File: src/rtl/vtg_pkg.sv
package vtg_pkg;

  typedef struct packed {
    logic alt;
    logic wide;
    logic tall;
    logic pal;
    logic ilace;
  } vtg_cfg_t;

  // master clocks per tick for the current tick
  function automatic int unsigned tick_divisor(input logic alt, input logic wide,
                                               input logic slow);
    if (!alt && !wide) return 5;
    if (alt && wide && slow) return 5;
    return 4;
  endfunction

  function automatic int unsigned line_ticks(input logic wide, input int unsigned narrow_t,
                                             input int unsigned wide_t);
    return wide ? wide_t : narrow_t;
  endfunction

endpackage

File: src/rtl/vtg_divider.sv
module vtg_divider
  import vtg_pkg::*;
#(
  parameter int HC_W       = 10,
  parameter int SLOW_START = 700,
  parameter int SLOW_LEN   = 60
) (
  input  logic            clk,
  input  logic            rst_n,
  input  logic            alt,
  input  logic            wide,
  input  logic [HC_W-1:0] hc,
  output logic            tick
);

  logic [2:0] dcnt;
  logic [2:0] div_m1;
  logic       slow;

  assign slow   = alt && wide && (hc >= HC_W'(SLOW_START)) &&
                  (hc < HC_W'(SLOW_START + SLOW_LEN));
  assign div_m1 = 3'(tick_divisor(alt, wide, slow) - 1);
  assign tick   = (dcnt == div_m1);

  always_ff @(posedge clk or negedge rst_n) begin
    if (!rst_n)    dcnt <= '0;
    else if (tick) dcnt <= '0;
    else           dcnt <= dcnt + 3'd1;
  end

  assert_tick_gap_R2: assert property (@(posedge clk) disable iff (!rst_n)
    tick |=> !tick) else $error("tick on consecutive clocks");

  assert_dcnt_range_R2: assert property (@(posedge clk) disable iff (!rst_n)
    dcnt <= 3'd4) else $error("divider count beyond five clocks");

endmodule

File: src/rtl/vtg_hcount.sv
module vtg_hcount
  import vtg_pkg::*;
#(
  parameter int HC_W         = 10,
  parameter int NARROW_TICKS = 684,
  parameter int WIDE_TICKS   = 840,
  parameter int NARROW_PX    = 256,
  parameter int WIDE_PX      = 320,
  parameter int N_HS_START   = 560,
  parameter int N_HS_LEN     = 52,
  parameter int W_HS_START   = 700,
  parameter int W_HS_LEN     = 68
) (
  input  logic            clk,
  input  logic            rst_n,
  input  logic            tick,
  input  logic            wide,
  output logic [HC_W-1:0] hc,
  output logic [HC_W-2:0] pix,
  output logic            line_end,
  output logic            hc_zero,
  output logic            hsync,
  output logic            h_act
);

  logic [HC_W-1:0] last_hc;
  logic [HC_W-1:0] hs_lo;
  logic [HC_W-1:0] hs_hi;

  assign last_hc  = HC_W'(line_ticks(wide, NARROW_TICKS, WIDE_TICKS) - 1);
  assign line_end = tick && (hc == last_hc);
  assign hc_zero  = (hc == '0);
  assign pix      = hc[HC_W-1:1];
  assign h_act    = wide ? (pix < (HC_W-1)'(WIDE_PX)) : (pix < (HC_W-1)'(NARROW_PX));
  assign hs_lo    = wide ? HC_W'(W_HS_START) : HC_W'(N_HS_START);
  assign hs_hi    = wide ? HC_W'(W_HS_START + W_HS_LEN) : HC_W'(N_HS_START + N_HS_LEN);
  assign hsync    = (hc >= hs_lo) && (hc < hs_hi);

  always_ff @(posedge clk or negedge rst_n) begin
    if (!rst_n)        hc <= '0;
    else if (line_end) hc <= '0;
    else if (tick)     hc <= hc + 1'b1;
  end

  assert_hc_hold_R3: assert property (@(posedge clk) disable iff (!rst_n)
    !tick |=> $stable(hc)) else $error("tick index moved without a tick");

  assert_hc_step_R3: assert property (@(posedge clk) disable iff (!rst_n)
    (tick && !line_end) |=> (hc == $past(hc) + 1'b1)) else $error("tick index skipped");

endmodule

File: src/rtl/vtg_vcount.sv
module vtg_vcount #(
  parameter int LINE_W     = 9,
  parameter int NTSC_LINES = 262,
  parameter int PAL_LINES  = 313,
  parameter int BAD_LINES  = 255,
  parameter int ROWS_SHORT = 224,
  parameter int ROWS_TALL  = 240,
  parameter int VS_START   = 245,
  parameter int VS_LEN     = 3
) (
  input  logic              clk,
  input  logic              rst_n,
  input  logic              line_end,
  input  logic              hc_zero,
  input  logic              h_act,
  input  logic              tall,
  input  logic              pal,
  input  logic              ilace,
  output logic [LINE_W-1:0] vc,
  output logic              vsync,
  output logic              active,
  output logic              border,
  output logic              vint,
  output logic              field
);

  logic              bad;
  logic              wrap;
  logic [LINE_W-1:0] last_line;
  logic [LINE_W-1:0] rows;

  assign bad = tall && !pal;

  always_comb begin
    if (bad)      last_line = LINE_W'(BAD_LINES - 1);
    else if (pal) last_line = LINE_W'(PAL_LINES - 1);
    else          last_line = LINE_W'(NTSC_LINES - 1);
    rows = tall ? LINE_W'(ROWS_TALL) : LINE_W'(ROWS_SHORT);
  end

  assign wrap   = line_end && (vc >= last_line);
  assign active = h_act && (vc < rows);
  assign border = h_act && (vc >= rows) && (vc < LINE_W'(ROWS_TALL));
  assign vsync  = !bad && (vc >= LINE_W'(VS_START)) && (vc < LINE_W'(VS_START + VS_LEN));
  assign vint   = !bad && (vc == rows) && hc_zero;

  always_ff @(posedge clk or negedge rst_n) begin
    if (!rst_n) begin
      vc    <= '0;
      field <= 1'b0;
    end else if (wrap) begin
      vc    <= '0;
      field <= ilace & ~field;
    end else if (line_end) begin
      vc    <= vc + 1'b1;
    end
  end

  assert_bad_quiet_R7: assert property (@(posedge clk) disable iff (!rst_n)
    bad |-> (!vsync && !vint)) else $error("sync or interrupt in invalid frame");

  assert_excl_R6: assert property (@(posedge clk) disable iff (!rst_n)
    !(active && border)) else $error("active and border together");

  assert_wrap_R5: assert property (@(posedge clk) disable iff (!rst_n)
    (line_end && (vc >= last_line)) |=> (vc == '0)) else $error("frame did not wrap");

  assert_vint_start_R9: assert property (@(posedge clk) disable iff (!rst_n)
    $rose(vint) |-> $past(line_end)) else $error("interrupt rose away from a line start");

endmodule

File: src/rtl/video_timing_gen.sv
module video_timing_gen
  import vtg_pkg::*;
#(
  parameter int NARROW_TICKS = 684,
  parameter int WIDE_TICKS   = 840,
  parameter int SLOW_TICKS   = 60,
  parameter int NARROW_PX    = 256,
  parameter int WIDE_PX      = 320,
  parameter int N_HS_START   = 560,
  parameter int N_HS_LEN     = 52,
  parameter int W_HS_START   = 700,
  parameter int W_HS_LEN     = 68,
  parameter int NTSC_LINES   = 262,
  parameter int PAL_LINES    = 313,
  parameter int BAD_LINES    = 255,
  parameter int ROWS_SHORT   = 224,
  parameter int ROWS_TALL    = 240,
  parameter int VS_START     = 245,
  parameter int VS_LEN       = 3,
  localparam int HC_W        = $clog2(WIDE_TICKS),
  localparam int PIX_W       = HC_W - 1,
  localparam int MAX_LINES   = (PAL_LINES > NTSC_LINES) ?
                               ((PAL_LINES > BAD_LINES) ? PAL_LINES : BAD_LINES) :
                               ((NTSC_LINES > BAD_LINES) ? NTSC_LINES : BAD_LINES),
  localparam int LINE_W      = $clog2(MAX_LINES)
) (
  input  logic              clk,
  input  logic              rst_n,
  input  logic              mode_wide,
  input  logic              mode_alt,
  input  logic              tall_sel,
  input  logic              pal_sel,
  input  logic              ilace_sel,
  output logic              tick,
  output logic              hsync,
  output logic              vsync,
  output logic              active,
  output logic              border,
  output logic              vint,
  output logic              field,
  output logic [PIX_W-1:0]  pix_cnt,
  output logic [LINE_W-1:0] line_cnt
);

  vtg_cfg_t        cfg_in;
  vtg_cfg_t        cfg_q;
  vtg_cfg_t        cfg_use;
  logic            started;
  logic            line_end;
  logic            hc_zero;
  logic            h_act;
  logic [HC_W-1:0] hc;

  assign cfg_in  = '{alt: mode_alt, wide: mode_wide, tall: tall_sel,
                     pal: pal_sel, ilace: ilace_sel};
  // first cycle after reset runs straight off the inputs
  assign cfg_use = started ? cfg_q : cfg_in;

  always_ff @(posedge clk or negedge rst_n) begin
    if (!rst_n) begin
      started <= 1'b0;
      cfg_q   <= '0;
    end else begin
      started <= 1'b1;
      if (!started || line_end) cfg_q <= cfg_in;
    end
  end

  vtg_divider #(
    .HC_W(HC_W), .SLOW_START(W_HS_START), .SLOW_LEN(SLOW_TICKS)
  ) u_div (
    .clk(clk), .rst_n(rst_n), .alt(cfg_use.alt), .wide(cfg_use.wide),
    .hc(hc), .tick(tick)
  );

  vtg_hcount #(
    .HC_W(HC_W), .NARROW_TICKS(NARROW_TICKS), .WIDE_TICKS(WIDE_TICKS),
    .NARROW_PX(NARROW_PX), .WIDE_PX(WIDE_PX),
    .N_HS_START(N_HS_START), .N_HS_LEN(N_HS_LEN),
    .W_HS_START(W_HS_START), .W_HS_LEN(W_HS_LEN)
  ) u_h (
    .clk(clk), .rst_n(rst_n), .tick(tick), .wide(cfg_use.wide),
    .hc(hc), .pix(pix_cnt), .line_end(line_end), .hc_zero(hc_zero),
    .hsync(hsync), .h_act(h_act)
  );

  vtg_vcount #(
    .LINE_W(LINE_W), .NTSC_LINES(NTSC_LINES), .PAL_LINES(PAL_LINES),
    .BAD_LINES(BAD_LINES), .ROWS_SHORT(ROWS_SHORT), .ROWS_TALL(ROWS_TALL),
    .VS_START(VS_START), .VS_LEN(VS_LEN)
  ) u_v (
    .clk(clk), .rst_n(rst_n), .line_end(line_end), .hc_zero(hc_zero),
    .h_act(h_act), .tall(cfg_use.tall), .pal(cfg_use.pal), .ilace(cfg_use.ilace),
    .vc(line_cnt), .vsync(vsync), .active(active), .border(border),
    .vint(vint), .field(field)
  );

  assert_cfg_hold_R10: assert property (@(posedge clk) disable iff (!rst_n)
    (started && !line_end) |=> $stable(cfg_q)) else $error("mode taken mid-line");

endmodule

File: config.mk
export PLATFORM = sky130hd
export DESIGN_NAME = video_timing_gen
export DESIGN_NICKNAME = d
export VERILOG_FILES = /design/src/rtl/vtg_pkg.sv /design/src/rtl/vtg_divider.sv /design/src/rtl/vtg_hcount.sv /design/src/rtl/vtg_vcount.sv /design/src/rtl/video_timing_gen.sv
export SDC_FILE = /design/constraint.sdc
export NUM_CORES = 1
export LEC_CHECK = 0
export BUFFER_PORTS_ARGS = -buffer_cell sky130_fd_sc_hd__buf_4
export CAP_MARGIN = 30
export CORE_MARGIN = 2
export CORE_UTILIZATION = 56
export CTS_CLUSTER_SIZE = 30
export DETAILED_ROUTE_END_ITERATION = 8
export MAX_ROUTING_LAYER = met4
export PLACE_DENSITY = 0.79
export SKIP_CTS_REPAIR_TIMING = 1
export SLEW_MARGIN = 20
export SYNTH_ARGS = -nofsm -noshare
export SYNTH_HDL_FRONTEND = slang
export SYNTH_HIERARCHICAL = 1
export SYNTH_SLANG_ARGS = --single-unit
File: constraint.sdc
create_clock -name clk -period 3.8 [get_ports clk]
set_input_delay 0.19 -clock clk [delete_from_list [all_inputs] [get_ports clk]]
set_output_delay 0.19 -clock clk [all_outputs]
set_load 0.01 [all_outputs]
==> metrics.md <==
| Metric | Value |
|---|---|
| Net count after synthesis | 262 |
| Number of standard-cell rows in the floorplan | 22 |
| Number of synthesized flops with an enable pin | 0 |
| Met3 GRT Util | 0.0562 |
| Final slew viol count | 0 |
| Wirelength per Cell | 14.3 µm |
| Cell type with the highest occurrence count on the critical path | sky130_fd_sc_hd__or3_1 |
| Met2 capacity usage during global routing | 0.369 |
| Placeable core area | 0.00369 mm² |
| Maximum single-stage delay on the critical path | 460 ps |
| Largest net degree at the start of global routing | 30 |
| Die span in y | 66.0 µm |
| Wire length of the first global-routing pass | 7.33 mm |
| Pwr dens | 398 mW/mm² |
| Total wire length | 4.39 mm |
| Total Negative Setup Slacks | 0 ps |
| Total power of the final layout | 0.000977 W |
| Number of nets in the finished design | 288 |
| Antenna violations before repair | 0 |
| Number of library cell types mapped by synthesis | 51 |
| DRC violation count after routing | 0 |
| Arrival time of the worst setup path | 3290 ps |
| Synth Instances | 232 |
| Hold violation total from the final report | 0 |
| First-pass DRT Iterations | 4 |
| Total die area | 0.00436 mm² |
| Final HPWL from detailed placement | 3.25 mm |
| Cell breakdown of the critical path | mux2_2, or3_1, o41a_2, o31ai_1, buf_4, nand4_1, and4bb_2, inv_1, or3_1, a21oi_1, a21o_1 |
| Die Wd | 66.0 µm |
| Via count | 1,737 |
| Unrepaired setup endpoints after global routing | no |
| CTS H-tree depth | 2 |
| Reported leakage power | 1.18 nW |
| Maximum fanout count along the critical path | 8 |
| Register clock-pin slew on the reported worst setup and hold paths | 60 ps |
| Critical path startpoint category | flop |
| CTS Root Cell | sky130_fd_sc_hd__clkbuf_8 |
| Final setup violating endpoints | 0 |
| Master of the slowest instance on the critical path | sky130_fd_sc_hd__dfrtp_1 |
| Run status | finished clean |
| Crit end category | flop |
| Worst-case vdd ir drop | 0.317 mV |
| Mapped Avg Cell Area | 9.29 µm² |
| Share of the clock period used by the worst path after layout | 0.808 |
| # IOs | 32 |
| Post-detailed-route via-to-cell ratio | 5.66 |
| Synthesis-stage register bit count | 29 |
| Most used flip-flop cell after synthesis | sky130_fd_sc_hd__dfrtp_1 |
| Maximum buffer depth of the clock tree | 2 |
| Hold Crit Class | primary input to flop |
| Crit path required time | 4020 ps |
| Filler cells | 318 |
| TritonCTS sink count | 29 |
| GRT overflow | 0 |
| FF-to-FF setup slack | 730 ps |
| IO buf count | 31 |
| Number of buffers added by the clock tree synthesis step | 5 |
| CTS tree | built |
| Area growth from synthesis to layout | 13.8% |
| Sequential cell area fraction in the yosys report | 0.337 |
| Highest Clock Rate | 326 MHz |
| Count of warnings emitted by yosys | 6 |
| DRT antenna net count | 0 |
| Total routing resource utilization after global routing | 0.229 |
| Met1 track demand over resource | 0.287 |
| Last weighted congestion value of the routability-driven placer | 0.953 |
| Antenna fix cells | 0 |
| Classification of the worst setup path | flop to flop |
| Number of maximum-capacitance constraint violations | 0 |
| Initial DRC Count | 93 |
| Proportion of register bits with asynchronous set or reset after synthesis | 1.00 |
| Starting density of the core | 0.584 |
| Clock latency on the worst-skew pair | 280 ps |
| Most crowded layer after global routing | met2 |
| Layout Skew | 2.67 ps |
| Mapped cell area | 0.00216 mm² |
| Fraction of layout instances using a drive strength above 1 | 0.232 |
| Number of global-route vias before repair | 1,606 |
| Post-layout minimum cycle time | 3070 ps |
-- synth_stat cells (6+ instances only) --
| master | number | area (µm²) |
|---|---|---|
| sky130_fd_sc_hd__xnor2_1 | 7 | 61.3 |
| sky130_fd_sc_hd__inv_1 | 11 | 41.3 |
| sky130_fd_sc_hd__buf_4 | 10 | 75.1 |
| sky130_fd_sc_hd__nand2_1 | 21 | 78.8 |
| sky130_fd_sc_hd__nor3_1 | 6 | 30.0 |
| sky130_fd_sc_hd__nor2_1 | 22 | 82.6 |
| sky130_fd_sc_hd__dfrtp_1 | 29 | 726 |
| sky130_fd_sc_hd__nand4_1 | 7 | 43.8 |
| sky130_fd_sc_hd__mux2_2 | 11 | 124 |
| sky130_fd_sc_hd__nand2b_1 | 6 | 37.5 |
| sky130_fd_sc_hd__ha_1 | 23 | 288 |
| sky130_fd_sc_hd__o21ai_0 | 6 | 30.0 |
| sky130_fd_sc_hd__nand3_1 | 6 | 30.0 |
| sky130_fd_sc_hd__a21oi_1 | 9 | 45.0 |
-- report_power, final --
part	total, W	internal (W)	switching, W
clock network	0.000245	0.000127	0.000119
logic	0.000301	0.000149	0.000152
registers	0.000430	0.000358	0.0000723
total	0.000977	0.000633	0.000343
-- cell families after synthesis --
| logic type | Yosys count | share of synthesized area |
|---|---|---|
| DFF | 29 | 0.337 |
| other | 1 | 0.00174 |
| xor gates and xnor gates | 11 | 0.0447 |
| adders and majority gates | 23 | 0.133 |
| muxes | 13 | 0.0667 |
| AOI/OAI and AO/OA | 34 | 0.105 |
| buffers and inverters | 26 | 0.0673 |
| and+or+nand+nor | 95 | 0.244 |
-- area by class of cell --
| type | instances | area [µm²] | area share |
|---|---|---|---|
| clock buffer | 6 | 72.6 | 0.0296 |
| clock inverter | 2 | 10.0 | 0.00408 |
| inverter | 11 | 41.3 | 0.0168 |
| multi-input combinational | 177 | 1280 | 0.524 |
| sequential | 29 | 726 | 0.296 |
| tap | 48 | 60.1 | 0.0245 |
| timing repair buffer | 34 | 258 | 0.105 |
-- stage by stage --
stage	instance area [µm²]	setup WS (ps)	hold slack [ps]	std cells	util
final	2450	731	150	307	0.665
after global routing	2450	469	145	307	0.665
after CTS	2440	721	-173	306	0.662
after detailed placement	2360	736	134	298	0.640
after global placement	2360	838	131	298	0.640
after floorplan	2160	162	-106	232	-
-- registers in the layout (all words and copies together) (netlist names) --
register    count
cfg_q           5
u_v/vc          9
u_v/field       1
u_div/dcnt      3
started         1
u_h/hc         10
-- worst paths after layout --
path	start	to	cells past startpoint
worst min register to register	cfg_q[2]	cfg_q[2]	1
max in group asynchronous	rst_n	u_h/hc[9]	2
min in group asynchronous	rst_n	u_v/vc[1]	2
worst max register to register	started	u_v/vc[3]	11
worst min-delay path	tall_sel	cfg_q[2]	2
worst max-delay path	started	u_v/vc[3]	11
-- per-layer routing --
metal | up-vias | wire [µm]
li1 | 866 | -
met1 | 827 | 2050
met2 | 40 | 2110
met3 | 4 | 203
met4 | 0 | 28
met5 | - | 0
-- layout by cell type (no fill, tap or decap), types with 2 or more instances in the layout --
master | synthesis | final
sky130_fd_sc_hd__and4_1 | 2 | 2
sky130_fd_sc_hd__buf_4 | 10 | 33
sky130_fd_sc_hd__o2bb2ai_1 | 3 | 3
sky130_fd_sc_hd__ha_1 | 23 | 23
sky130_fd_sc_hd__nand2_1 | 21 | 21
sky130_fd_sc_hd__nor3_1 | 6 | 6
sky130_fd_sc_hd__nor2b_1 | 2 | 2
sky130_fd_sc_hd__dfrtp_1 | 29 | 29
sky130_fd_sc_hd__nor2_1 | 22 | 22
sky130_fd_sc_hd__mux2i_1 | 2 | 2
sky130_fd_sc_hd__a21o_1 | 2 | 2
sky130_fd_sc_hd__mux2_2 | 11 | 11
sky130_fd_sc_hd__a211o_1 | 2 | 2
sky130_fd_sc_hd__a21oi_1 | 9 | 9
sky130_fd_sc_hd__clkinv_2 | 0 | 2
sky130_fd_sc_hd__xnor2_1 | 7 | 7
sky130_fd_sc_hd__inv_1 | 11 | 11
sky130_fd_sc_hd__and3_1 | 3 | 3
sky130_fd_sc_hd__nand4_1 | 7 | 7
sky130_fd_sc_hd__o21ai_1 | 2 | 2
sky130_fd_sc_hd__o31ai_1 | 3 | 3
sky130_fd_sc_hd__nand2b_1 | 6 | 6
sky130_fd_sc_hd__nand3_1 | 6 | 6
sky130_fd_sc_hd__or3_1 | 4 | 4
sky130_fd_sc_hd__nor4_1 | 2 | 2
sky130_fd_sc_hd__o21ai_0 | 6 | 6
sky130_fd_sc_hd__xor2_1 | 4 | 4
sky130_fd_sc_hd__clkbuf_8 | 0 | 5
-- worst max-delay path, delay by kind of cell, from the launching register on --
kind                   cells  cell delay, ps
flip-flops                 1             460
buffers and inverters      2             310
AND/OR/NAND/NOR            4            1230
multiplexers               1             440
AO/OA/AOI/OAI              4             580
Power figures use the tool's default switching activity.
